--- src/rtl/rtc_pkg.sv ---
package rtc_pkg;

  localparam int ALM_BYTES = 3;

  localparam int SEL_ST1  = 0;
  localparam int SEL_ST2  = 1;
  localparam int SEL_TIME = 2;
  localparam int SEL_ALM  = 4;

  localparam int IX_YEAR  = 0;
  localparam int IX_MONTH = 1;
  localparam int IX_DAY   = 2;
  localparam int IX_WDAY  = 3;
  localparam int IX_HOUR  = 4;
  localparam int IX_MIN   = 5;
  localparam int IX_SEC   = 6;

  localparam int AL_WDAY = 0;
  localparam int AL_HOUR = 1;
  localparam int AL_MIN  = 2;

  localparam int ST1_RST_BIT = 0;
  localparam int ST2_AE_BIT  = 2;

  typedef struct packed {
    logic [7:0] year;
    logic [7:0] month;
    logic [7:0] day;
    logic [7:0] wday;
    logic [7:0] hour;
    logic [7:0] min;
    logic [7:0] sec;
  } rtc_time_t;

  function automatic logic [7:0] bcd_inc(input logic [7:0] b);
    if (b[3:0] == 4'd9) return {b[7:4] + 4'd1, 4'd0};
    else                return {b[7:4], b[3:0] + 4'd1};
  endfunction

  function automatic logic [6:0] bcd2bin(input logic [7:0] b);
    return 7'(b[7:4]) * 7'd10 + 7'(b[3:0]);
  endfunction

  function automatic logic [7:0] bin2bcd(input logic [6:0] v);
    logic [3:0] t;
    logic [3:0] o;
    t = 4'(v / 7'd10);
    o = 4'(v % 7'd10);
    return {t, o};
  endfunction

  function automatic logic is_leap(input logic [7:0] yr);
    logic [1:0] r;
    r = {yr[4], 1'b0} + yr[1:0];
    return (r == 2'd0);
  endfunction

  function automatic logic [7:0] days_in_month(input logic [7:0] mon,
                                               input logic [7:0] yr);
    case (mon)
      8'h02:                      return is_leap(yr) ? 8'h29 : 8'h28;
      8'h04, 8'h06, 8'h09, 8'h11: return 8'h30;
      default:                    return 8'h31;
    endcase
  endfunction

  function automatic logic [7:0] hour_to_bus(input logic [7:0] h24,
                                             input logic mode24);
    logic [6:0] bin;
    logic       pm;
    logic [6:0] v;
    bin = bcd2bin(h24);
    pm  = (bin >= 7'd12);
    v   = (mode24 || !pm) ? bin : bin - 7'd12;
    return (bin2bcd(v) & 8'h3F) | {1'b0, pm, 6'd0};
  endfunction

  function automatic logic [7:0] hour_from_bus(input logic [7:0] b,
                                               input logic mode24);
    logic [6:0] bin;
    bin = bcd2bin({2'b00, b[5:0]});
    if (!mode24 && b[6]) bin = bin + 7'd12;
    return bin2bcd(bin);
  endfunction

  function automatic logic [7:0] field_mask(input int i);
    return (i == AL_WDAY) ? 8'h07 : 8'h7F;
  endfunction

endpackage

--- src/rtl/rtc_calendar.sv ---
module rtc_calendar
  import rtc_pkg::*;
#(
  parameter int         IDX_W     = 3,
  parameter logic [7:0] DEF_YEAR  = 8'h00,
  parameter logic [7:0] DEF_MONTH = 8'h01,
  parameter logic [7:0] DEF_DAY   = 8'h01,
  parameter logic [7:0] DEF_WDAY  = 8'h00
) (
  input  logic             clk,
  input  logic             rst,
  input  logic             load_def,
  input  logic             tick,
  input  logic             wr_en,
  input  logic [IDX_W-1:0] wr_idx,
  input  logic [7:0]       wr_byte,
  input  logic             mode24,
  output rtc_time_t        time_o,
  output logic [7:0]       hour_bus_o,
  output logic             wrap_o
);

  rtc_time_t cur_q;
  rtc_time_t adv;
  rtc_time_t def_t;
  logic      wrap_q;
  logic      tick_go;
  logic [7:0] mdays;

  always_comb begin
    def_t       = '0;
    def_t.year  = DEF_YEAR;
    def_t.month = DEF_MONTH;
    def_t.day   = DEF_DAY;
    def_t.wday  = DEF_WDAY;
  end

  assign tick_go = tick & ~wr_en;
  assign mdays   = days_in_month(cur_q.month, cur_q.year);

  // carry chain through the calendar, all fields BCD
  always_comb begin
    adv = cur_q;
    if (cur_q.sec == 8'h59) begin
      adv.sec = 8'h00;
      if (cur_q.min == 8'h59) begin
        adv.min = 8'h00;
        if (cur_q.hour == 8'h23) begin
          adv.hour = 8'h00;
          adv.wday = (cur_q.wday == 8'h06) ? 8'h00 : bcd_inc(cur_q.wday);
          if (cur_q.day == mdays) begin
            adv.day = 8'h01;
            if (cur_q.month == 8'h12) begin
              adv.month = 8'h01;
              adv.year  = (cur_q.year == 8'h99) ? 8'h00 : bcd_inc(cur_q.year);
            end else begin
              adv.month = bcd_inc(cur_q.month);
            end
          end else begin
            adv.day = bcd_inc(cur_q.day);
          end
        end else begin
          adv.hour = bcd_inc(cur_q.hour);
        end
      end else begin
        adv.min = bcd_inc(cur_q.min);
      end
    end else begin
      adv.sec = bcd_inc(cur_q.sec);
    end
  end

  always_ff @(posedge clk) begin
    if (rst || load_def) begin
      cur_q  <= def_t;
      wrap_q <= 1'b0;
    end else begin
      wrap_q <= tick_go && (cur_q.sec == 8'h59);
      if (wr_en) begin
        case (int'(wr_idx))
          IX_YEAR:  cur_q.year  <= wr_byte;
          IX_MONTH: cur_q.month <= wr_byte;
          IX_DAY:   cur_q.day   <= wr_byte;
          IX_WDAY:  cur_q.wday  <= wr_byte;
          IX_HOUR:  cur_q.hour  <= hour_from_bus(wr_byte, mode24);
          IX_MIN:   cur_q.min   <= wr_byte;
          IX_SEC:   cur_q.sec   <= wr_byte;
          default:  ;
        endcase
      end else if (tick) begin
        cur_q <= adv;
      end
    end
  end

  assign time_o     = cur_q;
  assign hour_bus_o = hour_to_bus(cur_q.hour, mode24);
  assign wrap_o     = wrap_q;


  sec_carry_chk: assert property (@(posedge clk) disable iff (rst)
    (tick && !wr_en && !load_def && cur_q.sec == 8'h59) |=> (cur_q.sec == 8'h00));


  min_hold_chk: assert property (@(posedge clk) disable iff (rst)
    (tick && !wr_en && !load_def && cur_q.sec != 8'h59) |=> $stable(cur_q.min));


  idle_hold_chk: assert property (@(posedge clk) disable iff (rst)
    (!tick && !wr_en && !load_def) |=> $stable(cur_q));

endmodule

--- src/rtl/rtc_alarm.sv ---
module rtc_alarm
  import rtc_pkg::*;
#(
  parameter int IDX_W = 3
) (
  input  logic             clk,
  input  logic             rst,
  input  logic             clear,
  input  logic             access_en,
  input  logic             wr_en,
  input  logic [IDX_W-1:0] idx,
  input  logic [7:0]       wr_byte,
  output logic [7:0]       rd_byte,
  input  logic             wrap,
  input  logic [7:0]       cur_wday,
  input  logic [7:0]       cur_hour,
  input  logic [7:0]       cur_min,
  output logic             hit_o
);

  localparam int AIW = $clog2(ALM_BYTES);

  logic [ALM_BYTES-1:0][7:0] alm_q;
  logic [ALM_BYTES-1:0][7:0] cur_b;
  logic [ALM_BYTES-1:0]      fld_ok;
  logic                      in_rng;
  logic [AIW-1:0]            aidx;

  assign in_rng = (int'(idx) < ALM_BYTES);
  assign aidx   = idx[AIW-1:0];

  always_comb begin
    cur_b          = '0;
    cur_b[AL_WDAY] = cur_wday;
    cur_b[AL_HOUR] = cur_hour;
    cur_b[AL_MIN]  = cur_min;
  end

  for (genvar g = 0; g < ALM_BYTES; g++) begin : g_fld
    localparam logic [7:0] MSK = field_mask(g);
    assign fld_ok[g] = !alm_q[g][7] || ((alm_q[g] & MSK) == (cur_b[g] & MSK));
  end

  always_ff @(posedge clk) begin
    if (rst || clear) begin
      alm_q <= '0;
    end else if (wr_en && access_en && in_rng) begin
      alm_q[aidx] <= wr_byte;
    end
  end

  assign rd_byte = (access_en && in_rng) ? alm_q[aidx] : 8'h00;
  assign hit_o   = wrap && access_en && (&fld_ok);


  locked_alm_chk: assert property (@(posedge clk) disable iff (rst)
    (wr_en && !access_en && !clear) |=> $stable(alm_q));

endmodule

--- src/rtl/rtc_core.sv ---
module rtc_core
  import rtc_pkg::*;
#(
  parameter int         SEL_W     = 3,
  parameter int         IDX_W     = 3,
  parameter logic [7:0] DEF_YEAR  = 8'h00,
  parameter logic [7:0] DEF_MONTH = 8'h01,
  parameter logic [7:0] DEF_DAY   = 8'h01,
  parameter logic [7:0] DEF_WDAY  = 8'h00
) (
  input  logic             clk,
  input  logic             rst,
  input  logic             tick_1hz,
  input  logic             low_batt,
  input  logic [SEL_W-1:0] bus_sel,
  input  logic [IDX_W-1:0] bus_idx,
  input  logic             bus_wr,
  input  logic             bus_rd,
  input  logic [7:0]       bus_wdata,
  output logic [7:0]       bus_rdata,
  output logic             irq
);

  logic       poc_q, bld_q, int1_q, m24_q;
  logic [1:0] scr_q;
  logic [7:0] st2_q;
  logic [7:0] rd_mux, rdata_q;

  logic st1_wr, st1_rd, st2_wr, time_wr, alm_wr, soft_rst;
  logic alm_hit, cal_wrap;
  logic [7:0] hour_bus, alm_rd;
  rtc_time_t  cur_t;

  assign st1_wr   = bus_wr && (int'(bus_sel) == SEL_ST1);
  assign st1_rd   = bus_rd && (int'(bus_sel) == SEL_ST1);
  assign st2_wr   = bus_wr && (int'(bus_sel) == SEL_ST2);
  assign time_wr  = bus_wr && (int'(bus_sel) == SEL_TIME);
  assign alm_wr   = bus_wr && (int'(bus_sel) == SEL_ALM);
  assign soft_rst = st1_wr && bus_wdata[ST1_RST_BIT];

  rtc_calendar #(
    .IDX_W(IDX_W), .DEF_YEAR(DEF_YEAR), .DEF_MONTH(DEF_MONTH),
    .DEF_DAY(DEF_DAY), .DEF_WDAY(DEF_WDAY)
  ) cal_i (
    .clk(clk), .rst(rst), .load_def(soft_rst), .tick(tick_1hz),
    .wr_en(time_wr), .wr_idx(bus_idx), .wr_byte(bus_wdata), .mode24(m24_q),
    .time_o(cur_t), .hour_bus_o(hour_bus), .wrap_o(cal_wrap)
  );

  rtc_alarm #(.IDX_W(IDX_W)) alm_i (
    .clk(clk), .rst(rst), .clear(soft_rst), .access_en(st2_q[ST2_AE_BIT]),
    .wr_en(alm_wr), .idx(bus_idx), .wr_byte(bus_wdata), .rd_byte(alm_rd),
    .wrap(cal_wrap), .cur_wday(cur_t.wday), .cur_hour(hour_bus),
    .cur_min(cur_t.min), .hit_o(alm_hit)
  );

  always_ff @(posedge clk) begin
    if (rst) begin
      poc_q  <= 1'b1;
      bld_q  <= 1'b0;
      int1_q <= 1'b0;
      scr_q  <= 2'b00;
      m24_q  <= 1'b0;
      st2_q  <= 8'h00;
    end else begin
      bld_q <= low_batt;
      if (soft_rst) begin
        poc_q  <= 1'b0;
        int1_q <= 1'b0;
        scr_q  <= 2'b00;
        m24_q  <= 1'b0;
        st2_q  <= 8'h00;
      end else begin
        if (st1_wr) {scr_q, m24_q} <= bus_wdata[3:1];
        if (st2_wr) st2_q <= bus_wdata;
        if (alm_hit)     int1_q <= 1'b1;
        else if (st1_rd) int1_q <= 1'b0;
      end
    end
  end

  always_comb begin
    rd_mux = 8'h00;
    case (int'(bus_sel))
      SEL_ST1:  rd_mux = {poc_q, bld_q, 1'b0, int1_q, scr_q, m24_q, 1'b0};
      SEL_ST2:  rd_mux = st2_q;
      SEL_TIME: begin
        case (int'(bus_idx))
          IX_YEAR:  rd_mux = cur_t.year;
          IX_MONTH: rd_mux = cur_t.month;
          IX_DAY:   rd_mux = cur_t.day;
          IX_WDAY:  rd_mux = cur_t.wday;
          IX_HOUR:  rd_mux = hour_bus;
          IX_MIN:   rd_mux = cur_t.min;
          IX_SEC:   rd_mux = cur_t.sec;
          default:  rd_mux = 8'h00;
        endcase
      end
      SEL_ALM:  rd_mux = alm_rd;
      default:  rd_mux = 8'h00;
    endcase
  end

  always_ff @(posedge clk) begin
    if (rst)         rdata_q <= 8'h00;
    else if (bus_rd) rdata_q <= rd_mux;
  end

  assign bus_rdata = rdata_q;
  assign irq       = int1_q;


  irq_rise_chk: assert property (@(posedge clk) disable iff (rst)
    $rose(int1_q) |-> $past(cal_wrap && st2_q[ST2_AE_BIT]));


  rd_clear_chk: assert property (@(posedge clk) disable iff (rst)
    (st1_rd && !alm_hit) |=> !int1_q);


  soft_rst_chk: assert property (@(posedge clk) disable iff (rst)
    soft_rst |=> (!poc_q && st2_q == 8'h00 && !int1_q));


  irq_hold_chk: assert property (@(posedge clk) disable iff (rst)
    (int1_q && !st1_rd && !soft_rst) |=> int1_q);

endmodule

--- config.mk ---
export PLATFORM = sky130hd
export DESIGN_NAME = rtc_core
export DESIGN_NICKNAME = d
export VERILOG_FILES = /design/src/rtl/rtc_pkg.sv /design/src/rtl/rtc_calendar.sv /design/src/rtl/rtc_alarm.sv /design/src/rtl/rtc_core.sv
export SDC_FILE = /design/constraint.sdc
export NUM_CORES = 1
export LEC_CHECK = 0
export ABC_CLOCK_PERIOD_IN_PS = 6320
export BUFFER_PORTS_ARGS = -buffer_cell sky130_fd_sc_hd__buf_2
export CAP_MARGIN = 5
export CORE_MARGIN = 2
export CORE_UTILIZATION = 55
export CTS_BUF_LIST = sky130_fd_sc_hd__clkbuf_4 sky130_fd_sc_hd__clkbuf_8 sky130_fd_sc_hd__clkbuf_16
export CTS_CLUSTER_DIAMETER = 200
export DETAILED_ROUTE_END_ITERATION = 12
export PLACE_DENSITY = 0.69
export SYNTH_ARGS = -nofsm -noshare
export SYNTH_HDL_FRONTEND = slang
export SYNTH_SLANG_ARGS = --single-unit
--- constraint.sdc ---
create_clock -name clk -period 6.32 [get_ports clk]
set_clock_uncertainty 0.2 [all_clocks]
set_input_delay 0.948 -clock clk [delete_from_list [all_inputs] [get_ports clk]]
set_output_delay 0.948 -clock clk [all_outputs]
set_load 0.01 [all_outputs]
==> out/results.md, run 1 <==
| Result | Reported | Unit |
|:---|:---|:---|
| Die outline area | 0.01552 | mm^2 |
| Leading register cell type out of synthesis | sky130_fd_sc_hd__dfxtp_1 | - |
| Detail Route Antenna Nets | 0 | - |
| CTS H-Tree Depth | 3 | - |
| Post-route clock period utilization | 86.71 | % |
| Synth Register Bits | 103 | - |
| Aggregate routed wire length | 23.33 | mm |
| Post-synthesis cell type count | 89 | - |
| Sum of negative setup slack | 0 | ps |
| Hold path endpoint | poc_q$_SDFFE_PP1P_ | - |
| CTS tree | yes | - |
| Initial core utilization | 55.64 | % |
| Core Area | 0.01437 | mm^2 |
| PD cells | 177.5 | mW/mm^2 |
| Portion of total power attributed to combinational logic | 17.8 | % |
| Number of setup violations in the final report | 0 | - |
| Reg-to-reg startpoint | cal_i.time_o[20]$_SDFFE_PP0P_ | - |
| Post-Syn Nets | 1104 | - |
| Minimum setup slack among reg-to-reg paths | 840 | ps |
| Path type of the worst min-delay path | flop to flop | - |
| Synthesis-to-layout area growth | 7.027 | % |
| Crit-path slowest cell | sky130_fd_sc_hd__dfxtp_1 | - |
| Iteration count of the initial detailed-routing pass | 7 | - |
| Run status | finished, final reports clean | - |
| Synth top area cells | sky130_fd_sc_hd__dfxtp_1 (26%), sky130_fd_sc_hd__o21ai_0 (6.4%), sky130_fd_sc_hd__ha_1 (5.6%) | - |
| Data arrival time at the worst-slack endpoint | 5550 | ps |
| Category of the worst setup path launch point | flop | - |
| Number of violations of the max-capacitance limit | 0 | - |
| Pin count of the biggest net entering global routing | 88 | - |
| Remaining DRCs | 0 | - |
| Initial antenna violation count | 0 | - |
| Clock buffer count from CTS | 9 | - |
| Synthesized netlist cell count | 1045 | - |
| Chip Width | 124.6 | um |
| Classification of the worst setup path | flop to flop | - |
| Longest individual stage delay on the worst path | 470 | ps |
| Fraction of synthesis flops using an asynchronous set or reset pin | 0 | % |
| Average instance area after synthesis | 7.651 | um^2 |
| Number of hold buffers added after CTS | 0 | - |
| Ordered cell list for the critical path | ha_1 -> inv_1 -> fa_1 -> xnor2_1 -> ha_1 -> nor3b_1 -> inv_1 -> o21ai_1 -> o31a_1 -> and2_1 -> a211oi_2 -> or3_1 -> inv_1 -> ha_1 -> nand2_1 -> nand2_1 -> nor4_1 -> a311oi_1 -> o2111ai_1 -> o211ai_1 -> o221ai_1 -> o21a_1 | - |
| Number of cells on the worst reg-to-reg path | 22 | - |
| Nets | 1103 | - |
| Vertical die dimension | 124.6 | um |
| Switching portion of total power | 31.64 | % |
| Peak supply drop | 0.1480 | mV |
| Worst-Margin Slew | 969.3 | ps |
| Layout cells sized above 1 | 9.724 | % |
| Sort of element at the end of the critical path | flop | - |
| Total number of vias | 7911 | - |
| Leakage power summed over all cells | 0.003381 | uW |
| Fraction of the yosys area taken by sequential cells | 25.79 | % |
| Cell internal pwr | 1038 | uW |
| Hold violation total from the final report | 0 | - |
| Buffer count from post-CTS setup fixing | 0 | - |
| Fraction of synthesized cell area taken by the top area cell type | 25.79 | % |
| Post-synth top area cell | sky130_fd_sc_hd__dfxtp_1 | - |
| Warnings from Yosys | 0 | - |
| Critical R2R Capture | bus_rdata[2]$_SDFFE_PP0P_ | - |
| Total number of clock tree sinks | 103 | - |
| Clock network latency to the later pin of the worst-skew pair | 370 | ps |
| Cells on Worst Hold Path | 2 | - |
| Buffer and inverter count on the worst path | 3 | - |
| Max transition margin | 35.38 | % |
| Total routing usage reported by global routing | 30.07 | % |
| Category of cells accounting for the largest share of critical-path delay | compound AO/OA/AOI/OAI gates | - |
| Clock Root Buffer | sky130_fd_sc_hd__clkbuf_16 | - |
| Global route total overflow | 0 | - |
| Shortest clock period the worst path allows after layout | 5480 | ps |
| DR iter-0 viols | 1041 | - |
| Boundary pin count | 29 | - |
| Power after layout | 1519 | uW |
| Clock transition at path regs | 80 | ps |
| Final RePlAce weighted congestion | 0.8956 | - |
| Hold path start | poc_q$_SDFFE_PP1P_ | - |
| Global-route wire length before repair | 38.23 | mm |
| WP data required | 6390 | ps |
| Largest fanout of any net on the critical path | 9 | - |
| Post-synthesis cell area | 0.007995 | mm^2 |
| Routed vias/inst | 6.416 | - |
| Wire per inst | 18.92 | um |
| Fmax achieved | 182.5 | MHz |
| Vias in the first global route | 7145 | - |
| Count of instances resized after the clock tree is built | 0 | - |
| Total of buffers placed on input and output ports | 28 | - |
| Sequential share of power | 43.2 | % |
| Clk pwr share | 39.0 | % |
| RSZ-0062 raised after global routing | false | - |
| Number of diodes | 0 | - |
| Half-perimeter wire length after placement | 16.89 | mm |
| Number of synthesized flops with an enable pin | 0 | - |
| Switching component of the power | 480.6 | uW |
| Rows | 44 | - |
| Slew Viols, Final | 0 | - |
| Largest buffer count on any clock path | 2 | - |
[routing by layer]
layer  track usage [%]  vias up  routed length [um]
met3             5.112       53                1905
met4             9.848        0                 707
met1             44.07     3668               10640
met2             44.78      358               10080
li1                  -     3832                   -
met5                 0        -                   0
[cell type report]
cell class	instances	area (um^2)
Inverter	40	150.1
Clock inverter	7	96.34
Fill cell	1374	5812
Tap cell	184	230.2
Timing Repair Buffer	38	215.2
Clock buffer	9	225.2
Sequential cell	103	2062
Multi-Input combinational cell	852	5578
[worst reg2reg max path, stage by stage (launching register included)]
cell and delay [ps]:
sky130_fd_sc_hd__dfxtp_1 470, sky130_fd_sc_hd__ha_1 300, sky130_fd_sc_hd__inv_1 80, sky130_fd_sc_hd__fa_1 470
sky130_fd_sc_hd__xnor2_1 400, sky130_fd_sc_hd__ha_1 260, sky130_fd_sc_hd__nor3b_1 190, sky130_fd_sc_hd__inv_1 80
sky130_fd_sc_hd__o21ai_1 180, sky130_fd_sc_hd__o31a_1 270, sky130_fd_sc_hd__and2_1 380, sky130_fd_sc_hd__a211oi_2 170
sky130_fd_sc_hd__or3_1 360, sky130_fd_sc_hd__inv_1 70, sky130_fd_sc_hd__ha_1 150, sky130_fd_sc_hd__nand2_1 90
sky130_fd_sc_hd__nand2_1 80, sky130_fd_sc_hd__nor4_1 40, sky130_fd_sc_hd__a311oi_1 270, sky130_fd_sc_hd__o2111ai_1 150
sky130_fd_sc_hd__o211ai_1 330, sky130_fd_sc_hd__o221ai_1 200, sky130_fd_sc_hd__o21a_1 200
[kinds of logic after synthesis]
logic type | share of synthesized area [%]
compound gates | 26.92
xor+xnor | 4.319
fa+ha+maj | 6.385
buf+inv | 4.554
flops | 25.79
mux | 6.948
simple gates | 25.09
[stage by stage]
step	hold WS, ps	cell area [um^2]	worst slack, ps	util [%]	std cells
final	253.0	8557	839.7	59.55	1233
after floorplan	221.6	7995	954.2	-	1045
after detailed placement	238.4	8235	746.1	57.31	1217
after CTS	251.5	8557	837.6	59.55	1233
after global placement	233.4	8235	858.1	57.31	1217
after global routing	274.1	8557	351.7	59.55	1233
[flip-flops by register name, summed over array words and instances, names as in the netlist]
signal / count
m24_q: 1
irq: 1
cal_i.time_o: 56
cal_i.wrap_o: 1
st2_q: 8
bus_rdata: 8
bld_q: 1
alm_i.alm_q: 24
scr_q: 2
poc_q: 1
[worst max-delay path by stage]
stage	cells after the start	to	startpoint
after floorplan	19	cal_i.time_o[20]$_SDFFE_PP0P_	bus_wdata[1]
final	22	bus_rdata[2]$_SDFFE_PP0P_	cal_i.time_o[20]$_SDFFE_PP0P_
after detailed placement	22	cal_i.time_o[20]$_SDFFE_PP0P_	bus_wdata[4]
after CTS	22	bus_rdata[2]$_SDFFE_PP0P_	cal_i.time_o[20]$_SDFFE_PP0P_
after global routing	22	bus_rdata[2]$_SDFFE_PP0P_	cal_i.time_o[20]$_SDFFE_PP0P_
after global placement	22	cal_i.time_o[20]$_SDFFE_PP0P_	bus_wdata[4]
[placed cells by master, fill, tap and decap left out, types with 19 or more instances in the layout]
cell                       count
sky130_fd_sc_hd__buf_2        28
sky130_fd_sc_hd__nand2_1     109
sky130_fd_sc_hd__inv_1        39
sky130_fd_sc_hd__o211ai_1     21
sky130_fd_sc_hd__nor3_1       21
sky130_fd_sc_hd__xnor2_1      21
sky130_fd_sc_hd__nand3_1      37
sky130_fd_sc_hd__nor3b_1      19
sky130_fd_sc_hd__ha_1         36
sky130_fd_sc_hd__dfxtp_1     103
sky130_fd_sc_hd__nor2_1      103
sky130_fd_sc_hd__mux2i_1      44
sky130_fd_sc_hd__o21ai_0     103
sky130_fd_sc_hd__a21oi_1      79
[synthesized netlist by cell type, types with 5 or more instances]
library cell,number
sky130_fd_sc_hd__or3_1,5
sky130_fd_sc_hd__nand3b_1,6
sky130_fd_sc_hd__a31oi_1,7
sky130_fd_sc_hd__o21ai_0,103
sky130_fd_sc_hd__nand2b_1,16
sky130_fd_sc_hd__inv_1,39
sky130_fd_sc_hd__xnor2_1,21
sky130_fd_sc_hd__mux2_2,5
sky130_fd_sc_hd__a22oi_1,12
sky130_fd_sc_hd__nand4_1,10
sky130_fd_sc_hd__nand2_1,110
sky130_fd_sc_hd__nor2b_1,11
sky130_fd_sc_hd__xor2_1,9
sky130_fd_sc_hd__ha_1,36
sky130_fd_sc_hd__nor2_1,103
sky130_fd_sc_hd__o21a_1,8
sky130_fd_sc_hd__o211ai_1,21
sky130_fd_sc_hd__o31ai_1,9
sky130_fd_sc_hd__a21oi_1,79
sky130_fd_sc_hd__mux2i_1,44
sky130_fd_sc_hd__nor3b_1,19
sky130_fd_sc_hd__buf_1,8
sky130_fd_sc_hd__nand3_1,37
sky130_fd_sc_hd__a222oi_1,7
sky130_fd_sc_hd__and3_1,10
sky130_fd_sc_hd__or2_2,6
sky130_fd_sc_hd__dfxtp_1,103
sky130_fd_sc_hd__clkbuf_1,35
sky130_fd_sc_hd__o221ai_1,6
sky130_fd_sc_hd__nor3_1,21
sky130_fd_sc_hd__a211oi_1,11
sky130_fd_sc_hd__o21ai_1,5
sky130_fd_sc_hd__and2_1,13
[power groups by stage]
stage | sequential, uW | combinational [uW] | clock (uW)
after floorplan | 670 | 198 | 0
after global placement | 672 | 262 | 0
after detailed placement | 672 | 264 | 0
after CTS | 656 | 264 | 600
after global routing | 657 | 297 | 627
final | 657 | 270 | 593
Note: power is estimated with default switching activity, not from simulation.
==> run 2: changes to the inputs <==
ABC_AREA = 1   (was default)
CORE_ASPECT_RATIO = 1.75   (was default)
==> run 2 against run 1 <==
Sequential power hardly changed. Synthesized cell count is 3.1% higher. Flip-flop and latch count stayed put. Critical path depth is 7 higher. Count of clock-buffer cells in the layout stayed put. First-iteration DRC count is 46% lower. Maximum frequency is 9.8% higher. Routed wire length is 3.0% lower. Area after synthesis is 11% lower. Largest cell class unchanged.
==> out/results.md, run 2 <==
| Result | Reported | Unit |
|:---|:---|:---|
| Run status | finished, final reports clean | - |
| Data arrival time at the worst-slack endpoint | 5030 | ps |
| Classification of the worst setup path | input pin to flop | - |
| Reg-to-reg startpoint | cal_i.time_o[21]$_SDFFE_PP0P_ | - |
| Portion of total power attributed to combinational logic | 13.2 | % |
| Post-synthesis mux area share | 0 | % |
| Shortest clock period the worst path allows after layout | 4991 | ps |
| Met1 routing resource usage after global routing | 34.41 | % |
| Leading register cell type out of synthesis | sky130_fd_sc_hd__dfxtp_1 | - |
| Detail Route Antenna Nets | 0 | - |
| Category of cells accounting for the largest share of critical-path delay | simple AND/OR/NAND/NOR gates | - |
| Remaining DRCs | 0 | - |
| Fraction of synthesized cell area taken by the top area cell type | 28.94 | % |
| Largest buffer count on any clock path | 2 | - |
| Number of setup violations in the final report | 0 | - |
| Largest fanout of any net on the critical path | 7 | - |
| CP most frequent cell | sky130_fd_sc_hd__nand2_1 | - |
| Crit-path slowest cell | sky130_fd_sc_hd__fa_1 | - |
| Max FFs per register | 56 | - |
| Buffer count from post-CTS setup fixing | 0 | - |
| Worst-Margin Slew | 789.2 | ps |
| Synth Register Bits | 103 | - |
| Hold path endpoint | st2_q[1]$_SDFFE_PP0P_ | - |
| Global route total overflow | 0 | - |
| Post-Syn Nets | 1136 | - |
| Cell internal pwr | 1077 | uW |
| Layout cells sized above 1 | 7.574 | % |
| Number of cells on the worst reg-to-reg path | 36 | - |
| Fraction of synthesis flops using an asynchronous set or reset pin | 0 | % |
| Dpl cell area | 0.007466 | mm^2 |
| Buffer and inverter count on the worst path | 4 | - |
| Critical R2R Capture | bus_rdata[1]$_SDFFE_PP0P_ | - |
| CTS H-Tree Depth | 3 | - |
| Final RePlAce weighted congestion | 1.058 | - |
| Cells on Worst Hold Path | 2 | - |
| Pin count of the biggest net entering global routing | 71 | - |
| Vias in the first global route | 7142 | - |
| Longest individual stage delay on the worst path | 400 | ps |
| Synthesized-area fraction occupied by ao, oa, aoi and oai cells | 23.93 | % |
| Iteration count of the initial detailed-routing pass | 8 | - |
| Average instance area after synthesis | 6.616 | um^2 |
| Number of diodes | 0 | - |
| Post-route clock period utilization | 78.96 | % |
| Warnings from Yosys | 0 | - |
| Synthesis-to-layout area growth | 9.675 | % |
| Boundary pin count | 29 | - |
| Filler instances | 1285 | - |
| Wire per inst | 17.69 | um |
| Synthesized netlist cell count | 1077 | - |
| Combinational family with the most area after synthesis | simple AND/OR/NAND/NOR gates | - |
| Sum of negative setup slack | 0 | ps |
| Post-synth top area cell | sky130_fd_sc_hd__dfxtp_1 | - |
| Die outline area | 0.01392 | mm^2 |
| DR iter-0 viols | 561 | - |
| PD cells | 192.7 | mW/mm^2 |
| Leakage power summed over all cells | 0.003453 | uW |
| Clk pwr share | 43.1 | % |
| Synth top area cells | sky130_fd_sc_hd__dfxtp_1 (29%), sky130_fd_sc_hd__nand2_1 (9.6%), sky130_fd_sc_hd__o21ai_0 (8.8%) | - |
| Post-synthesis cell type count | 46 | - |
| Total routing usage reported by global routing | 32.35 | % |
| Sort of element at the end of the critical path | flop | - |
| Hold path start | st2_q[1]$_SDFFE_PP0P_ | - |
| Met2 capacity usage during global routing | 61.05 | % |
| Nets | 1163 | - |
| Total number of clock tree sinks | 103 | - |
| Peak supply drop | 0.1743 | mV |
| Rows | 55 | - |
| Share of the synthesized netlist area taken by xor and xnor gates | 5.040 | % |
| Synthesized-area fraction occupied by adder cells | 7.164 | % |
| Aggregate routed wire length | 22.64 | mm |
| Count leader, synth | sky130_fd_sc_hd__nand2_1 | - |
| CTS tree | yes | - |
| Switching portion of total power | 28.48 | % |
| Vertical die dimension | 154.6 | um |
| Most numerous cell types in the synthesized netlist | sky130_fd_sc_hd__nand2_1 (183), sky130_fd_sc_hd__inv_1 (152), sky130_fd_sc_hd__o21ai_0 (126), sky130_fd_sc_hd__dfxtp_1 (103), sky130_fd_sc_hd__a21oi_1 (92) | - |
| Final-layout worst hold slack | 263.1 | ps |
| Number of hold buffers added after CTS | 0 | - |
| DP Worst Slack | 1019 | ps |
| Half-perimeter wire length after placement | 17.47 | mm |
| Path type of the worst min-delay path | flop to flop | - |
| Count of instances resized after the clock tree is built | 0 | - |
| Minimum setup slack among reg-to-reg paths | 1500 | ps |
| Fmax achieved | 200.4 | MHz |
| Most common library cell in the layout ignoring fill and taps | sky130_fd_sc_hd__nand2_1 | - |
| Total number of vias | 7537 | - |
| Core Area | 0.01280 | mm^2 |
| Worst Slack Setup Final | 1330 | ps |
| Clock transition at path regs | 80 | ps |
| Sequential share of power | 43.7 | % |
| Slew Viols, Final | 0 | - |
| Number of violations of the max-capacitance limit | 0 | - |
| Category of the worst setup path launch point | input pin | - |
| RSZ-0062 raised after global routing | false | - |
| Simple-Gate Fraction of Synth Area | 25.50 | % |
| Routing layer with the top usage in global route | met2 | - |
| Initial antenna violation count | 0 | - |
| Number of synthesized flops with an enable pin | 0 | - |
| Switching component of the power | 429.0 | uW |
| Chip Width | 90.04 | um |
| Leading cell types in the layout, fill and taps excluded | sky130_fd_sc_hd__nand2_1 (183), sky130_fd_sc_hd__inv_1 (152), sky130_fd_sc_hd__o21ai_0 (126) | - |
| Global-route wire length before repair | 35.74 | mm |
| Clock network latency to the later pin of the worst-skew pair | 350 | ps |
| Clock Root Buffer | sky130_fd_sc_hd__clkbuf_16 | - |
| Fraction of the yosys area taken by sequential cells | 28.94 | % |
| WP data required | 6360 | ps |
| Clock buffer count from CTS | 9 | - |
| Design area | 0.007815 | mm^2 |
| Routed vias/inst | 5.888 | - |
| Met3 capacity usage during global routing | 3.410 | % |
| Post-synthesis cell area | 0.007126 | mm^2 |
| Max transition margin | 46.03 | % |
| Hold violation total from the final report | 0 | - |
| Initial core utilization | 55.67 | % |
| Total of buffers placed on input and output ports | 28 | - |
run 2: through the flow:
stage	cells	utilization (%)	power, uW
after floorplan	1077	-	812.7
after global placement	1264	58.33	866.4
after detailed placement	1264	58.33	868.5
after CTS	1280	61.06	1516
after global routing	1280	61.06	1561
final	1280	61.06	1506
run 2: power groups by stage:
stage          logic (uW)  clock network (uW)  registers (uW)
6_report              198                 649             659
5_1_grt               222                 679             660
4_1_cts               196                 661             659
3_5_place_dp          194                   0             674
3_3_place_gp          193                   0             674
2_1_floorplan         140                   0             673
run 2: area by class of cell:
cell class	count	area [um^2]	area share [%]
multi-input combinational	795	4397	56.26
clock inverter	7	123.9	1.585
inverter	160	600.6	7.685
sequential	103	2062	26.38
tap	171	214.0	2.738
clock buffer	9	225.2	2.882
timing repair buffer	35	192.7	2.466
run 2: cells by family after synthesis:
| group | after synthesis |
|---|---|
| AOI/OAI and AO/OA | 305 |
| DFF | 103 |
| and+or+nand+nor | 410 |
| buffers and inverters | 179 |
| xor gates and xnor gates | 41 |
| adders and majority gates | 39 |
run 2: worst reg2reg max path: cells and delay by family, from the launching register on:
| kind | cells | cell delay (ps) |
|---|---|---|
| and+or+nand+nor | 27 | 2440 |
| buffers and inverters | 3 | 180 |
| adders and majority gates | 4 | 1230 |
| DFF | 1 | 390 |
| AOI/OAI and AO/OA | 2 | 290 |
run 2: how the worst max path moves through the flow:
| stage | depth (start not counted) | start | endpoint | slack, ps |
|---|---|---|---|---|
| floorplan | 28 | bus_wdata[1] | cal_i.time_o[17]$_SDFFE_PP0P_ | 1540 |
| global placement | 29 | bus_wdata[1] | cal_i.time_o[17]$_SDFFE_PP0P_ | 1100 |
| detailed placement | 29 | bus_wdata[1] | cal_i.time_o[17]$_SDFFE_PP0P_ | 1020 |
| CTS | 29 | bus_wdata[1] | cal_i.time_o[17]$_SDFFE_PP0P_ | 1350 |
| global route | 29 | bus_wdata[1] | cal_i.time_o[17]$_SDFFE_PP0P_ | 830 |
| finish | 29 | bus_wdata[1] | cal_i.time_o[17]$_SDFFE_PP0P_ | 1330 |
run 2: routing by layer:
layer | part of all wire, % | vias to the layer above
met1 | 36 | 3464
li1 | - | 3693
met4 | 5.7 | 0
met3 | 5.9 | 76
met5 | 0 | -
met2 | 53 | 304
